$ cat src/rtl/ea_gen.sv
module ea_gen #(
  parameter int W = 16
) (
  input  logic         clk,
  input  logic         rst_n,
  input  logic         start,
  input  logic [15:0]  instr,
  input  logic [W-1:0] pc,
  input  logic [W-1:0] pb,
  input  logic [W-1:0] pl,
  input  logic [W-1:0] db,
  input  logic [W-1:0] sl,
  input  logic [W-1:0] q,
  input  logic [W-1:0] sp,
  input  logic [W-1:0] xr,
  output logic         busy,
  output logic         rd_req,
  output logic [W-1:0] rd_addr,
  input  logic         rd_valid,
  input  logic [W-1:0] rd_data,
  output logic         ea_valid,
  output logic         ea_fault,
  output logic [W-1:0] ea
);

  typedef enum logic {S_IDLE, S_WAIT} st_t;
  st_t st;

  logic [9:0]   m;
  logic [W-1:0] base, disp, addr, fin;
  logic         neg, code, code_q;

  assign m = instr[9:0];

  always_comb begin
    neg  = 1'b0;
    code = 1'b0;
    disp = {{(W-8){1'b0}}, m[7:0]};
    if (!m[9]) begin
      base = pc;
      neg  = m[8];
      code = 1'b1;
    end else if (!m[8]) begin
      base = db;
    end else if (!m[7]) begin
      base = q;
      disp = {{(W-7){1'b0}}, m[6:0]};
    end else if (!m[6]) begin
      base = q;
      neg  = 1'b1;
      disp = {{(W-6){1'b0}}, m[5:0]};
    end else begin
      base = sp;
      neg  = 1'b1;
      disp = {{(W-6){1'b0}}, m[5:0]};
    end
  end

  assign addr = (neg ? base - disp : base + disp) + (instr[11] ? xr : '0);
  assign fin  = (code_q ? pb : db) + rd_data;

  function automatic logic out_of(input logic c, input logic [W-1:0] a,
                                  input logic [W-1:0] clo, input logic [W-1:0] chi,
                                  input logic [W-1:0] dlo, input logic [W-1:0] dhi);
    return c ? (a < clo || a > chi) : (a < dlo || a > dhi);
  endfunction

  always_ff @(posedge clk or negedge rst_n) begin
    if (!rst_n) begin
      st       <= S_IDLE;
      rd_addr  <= '0;
      code_q   <= 1'b0;
      ea       <= '0;
      ea_valid <= 1'b0;
      ea_fault <= 1'b0;
    end else begin
      ea_valid <= 1'b0;
      ea_fault <= 1'b0;
      case (st)
        S_IDLE: if (start) begin
          code_q <= code;
          if (instr[10]) begin
            rd_addr <= addr;
            st      <= S_WAIT;
          end else begin
            ea       <= addr;
            ea_valid <= 1'b1;
            ea_fault <= out_of(code, addr, pb, pl, db, sl);
          end
        end
        S_WAIT: if (rd_valid) begin
          ea       <= fin;
          ea_valid <= 1'b1;
          ea_fault <= out_of(code_q, fin, pb, pl, db, sl);
          st       <= S_IDLE;
        end
        default: st <= S_IDLE;
      endcase
    end
  end

  assign busy   = (st == S_WAIT);
  assign rd_req = busy;

  AST_DIRECT_LATENCY: assert property (@(posedge clk) disable iff (!rst_n)
    start && !busy && !instr[10] |=> ea_valid && !rd_req);
  AST_IND_REQUEST: assert property (@(posedge clk) disable iff (!rst_n)
    start && !busy && instr[10] |=> rd_req && !ea_valid);
  AST_REQ_HOLD: assert property (@(posedge clk) disable iff (!rst_n)
    rd_req && !rd_valid |=> rd_req && $stable(rd_addr));
  AST_DATA_TO_VALID: assert property (@(posedge clk) disable iff (!rst_n)
    rd_req && rd_valid |=> ea_valid && !rd_req);
  AST_FAULT_QUALIFIED: assert property (@(posedge clk) disable iff (!rst_n)
    ea_fault |-> ea_valid);
  AST_BUSY_IGNORE: assert property (@(posedge clk) disable iff (!rst_n)
    busy && start && !rd_valid |=> !ea_valid && $stable(rd_addr));
  AST_EA_HOLD: assert property (@(posedge clk) disable iff (!rst_n)
    !ea_valid && !$past(ea_valid) && $past(rst_n) |-> $stable(ea));

endmodule

$ cat config.mk
export PLATFORM = sky130hd
export DESIGN_NAME = ea_gen
export DESIGN_NICKNAME = d
export VERILOG_FILES = /design/src/rtl/ea_gen.sv
export SDC_FILE = /design/constraint.sdc
export NUM_CORES = 1
export LEC_CHECK = 0
export ABC_AREA = 1
export BUFFER_PORTS_ARGS = -buffer_cell sky130_fd_sc_hd__buf_4
export CAP_MARGIN = 20
export CORE_UTILIZATION = 38
export CTS_CLUSTER_DIAMETER = 60
export DETAILED_ROUTE_END_ITERATION = 8
export SYNTH_ARGS = -nofsm -noshare
export SYNTH_HDL_FRONTEND = slang
export SYNTH_SLANG_ARGS = --single-unit
$ cat constraint.sdc
create_clock -name clk -period 3.7 [get_ports clk]
set_clock_uncertainty 0.1 [all_clocks]
set_input_delay 0.555 -clock clk [delete_from_list [all_inputs] [get_ports clk]]
set_output_delay 0.555 -clock clk [all_outputs]
set_load 0.005 [all_outputs]
==> metrics <==
status=finished, violations left; violated checks=negative setup slack; num rows=51; Port Buffer Count=between 150 and 200; largest family of logic cells by synthesized area=adder cells; endpoints failing setup=11; CP peak stage delay=0.32 ns; reg-to-reg slack, setup=-0.05 ns; largest net degree at the start of global routing=37; asr flop ratio synth=1.000; Seq/Total Area, Yosys=0.1164; Post-Synthesis Cells=~1,200; worst min path class=in2async; Adder-Cell Fraction of Synth Area=0.2843; WS Path Type=in2reg; Synth Cell Area=a little under 8000 um2; Worst R2R Path Depth=18; Post-Synth XOR/XNOR Area=0.04173; Mean Syn Cell Area=roughly 6.4 um2; Pwr Density=between 500 and 600 nW/um2; total negative slack=-3.316 ns; num ports=200; EDFF count, synth=0; multi-input logic area=between 6000 and 7000 um2; insertion delay to the later sink of the worst-skew pair=0.28 ns; register bit total from synthesis=36; Slowest cell on crit path=ha_1; Critical Path RT=between 3 and 4 ns; Post-Route WL=31.17 mm; Post-DP HPWL=between 20 and 30 mm; Vias=roughly 9,600; dpl cell area=around 11,000 um2; initial antenna violation count=0; Synth Net Count=between 1,500 and 2,000; Die ar.=20,930 um2; Detailed Routing Iterations Pass 1=5; Final Cell Area=12,510 um2; Final Cycle Share=1.258; synth-to-layout area growth=61.77%; worst r2r dst=ea_fault; maximum clock frequency=roughly 210 MHz; complex-gate fraction of the synthesized area=0.1858; Worst-Margin Slew=~0.93 ns; yosys warns=0; Leak=just under 7 nW; diode count=0; post-synthesis mux area share=0; max-slew violations=0; CP max FO=4; TritonCTS buffer count=5; share of cells above drive strength 1=0.3731; r2r startpoint=code_q; Max Buffers Root-to-Sink=2; Post-Synth Simple-Gate Area=0.2749; vias in the first global route=9,215; die width=around 140 um; number of max-cap violations=0; Sequential Area=about 900 um2; GR Overflow Total=0; Critical path destination=ea_fault; Pwr Total=~7 mW; synth unique cells=47; Clock transition at path regs=about 0.060 ns; RSZ-0062 raised after global routing=true; Max VDD drop=around 0.37 mV; root buffer cell=clkbuf_16; Initial Util=0.3923; DR vias/cell=about 5; area of the core=between 15,000 and 20,000 um2; startpoint types=primary input; CP Launch Point=instr[2]; WL/cell=16.40 um; initial DRC count=between 400 and 500; hold_buf cts=0; CTS H-tree lvls=2; Final GP Congestion=between 0.9 and 1; worst rel slew slack=0.3751; Fillers=between 1,500 and 2,000; global-route wire length before repair=roughly 47 mm; clock sink count=36; CTS tree=yes; ys flop type=dfrtp_1; Final Hold Fails=0; pre-CTS setup slack=-1.371 ns; CP endpoint kind=register; Routed Antenna Nets=0; number of remaining DRC errors=0; WP data arrival=between 4 and 5 ns; GRT Overall Usage=0.2920; min Tclk post-route=~4.7 ns; layout net count=around 2,000; final worst setup slack=-0.9530 ns; Die Y-Extent=144.7 um
==> layout by cell type, fill, tap and decap left out, types with 8 or more instances in the layout <==
cell type,count
nand4_1,9
buf_6,22
a21oi_1,105
nand3_2,8
buf_4,407
nand2_4,9
a21oi_2,18
dfrtp_1,36
nor2_1,99
o21ai_0,73
nor2_2,8
ha_4,21
xnor2_1,10
xor2_1,20
o21ai_1,13
nand2_2,31
nand3_1,56
inv_2,13
nand2_1,255
inv_1,149
ha_1,149
==> power breakdown <==
part | internal [mW] | total [mW] | switching [mW] | leakage [nW]
Combinational | 2.80 | 5.87 | 3.07 | 6.28
Clock | 0.317 | 0.495 | 0.178 | 0.0798
Sequential | 0.559 | 0.665 | 0.106 | 0.435
Total | 3.67 | 7.03 | 3.36 | 6.80
==> metrics by stage <==
step | hold WS, ns | instances | utilization
finish | 0.1194 | 1900 | 0.6347
global route | 0.1644 | 1900 | 0.6347
CTS | 0.1438 | 1884 | 0.6045
detailed placement | 0.3710 | 1859 | 0.5674
global placement | 0.3626 | 1859 | 0.5674
floorplan | 0.1594 | 1212 | -
==> what timing repair did <==
action / 4_1_cts / 5_1_grt
endpoints found under the setup margin: 21 / 23
pin swaps: 67 / 92
cloned: 1 / 0
buffers inserted: 18 / 17
gates resized for setup: 89 / 113
==> area by class of cell <==
type | count | share of cell area
repair buffers | 437 | 0.2759
clock buffers | 5 | 0.009998
repair inverters | 1 | 0.0006999
flip-flops and latches | 36 | 0.07199
well taps | 265 | 0.02649
clock inverters | 3 | 0.003399
inverters | 171 | 0.05439
multi-input cells | 982 | 0.5571
==> Yosys cell counts, types with 3 or more instances <==
| cell type | count | area (um2) |
|---|---|---|
| fa_1 | 3 | 60.06 |
| nand3b_1 | 7 | 52.55 |
| nand4_1 | 9 | 56.30 |
| nand2_2 | 11 | 68.82 |
| nand3_1 | 64 | 320.3 |
| nor4_1 | 3 | 18.77 |
| inv_2 | 8 | 30.03 |
| or2_1 | 3 | 18.77 |
| o21bai_1 | 3 | 22.52 |
| xnor2_1 | 12 | 105.1 |
| o21ai_0 | 86 | 430.4 |
| nor3_1 | 10 | 50.05 |
| a21o_1 | 5 | 37.54 |
| a21oi_1 | 127 | 635.6 |
| o21ai_1 | 7 | 35.03 |
| clkbuf_1 | 16 | 60.06 |
| a31oi_1 | 12 | 75.07 |
| inv_1 | 161 | 604.3 |
| xor2_1 | 23 | 201.4 |
| nand2_1 | 286 | 1074 |
| buf_2 | 3 | 15.01 |
| ha_1 | 171 | 2140 |
| dfrtp_1 | 36 | 900.9 |
| o31ai_1 | 3 | 22.52 |
| o21a_1 | 7 | 52.55 |
| nor2_1 | 108 | 405.4 |
==> layer usage <==
layer	track usage	part of all wire	vias up
met5	0	0	-
met4	0.09363	0.038	0
met3	0.03060	0.052	56
met2	0.5096	0.47	312
met1	0.3742	0.44	4362
li1	-	-	4886
==> critical path: cells and delay by family <==
family                     cells  cell delay, ns
AOI/OAI and AO/OA              5            0.73
xor gates and xnor gates       2            0.32
buffers and inverters          7            0.79
adders and majority gates      3            0.90
and+or+nand+nor               18            1.42
==> worst min-delay path by stage <==
stage / start / end / slack [ns]
global route: rst_n / ea[10] / 0.16
CTS: rst_n / rd_addr[12] / 0.14
detailed placement: ea[10] / ea[10] / 0.37
global placement: rd_addr[2] / rd_addr[2] / 0.36
floorplan: rst_n / busy / 0.16
finish: rst_n / rd_addr[12] / 0.12
==> cells by family after synthesis <==
kind of cell | Yosys count
AND/OR/NAND/NOR | 509
AO/OA/AOI/OAI | 263
buffers and inverters | 194
adder cells (fa/ha/maj) | 174
XOR/XNOR | 36
flip-flops | 36
==> flip-flops by register name, summed over array words and instances, names as in the netlist <==
name and cells:
busy 1, ea_valid 1, code_q 1, ea_fault 1
ea 16, rd_addr 16
No activity file was read; power rests on OpenSTA's default activity.
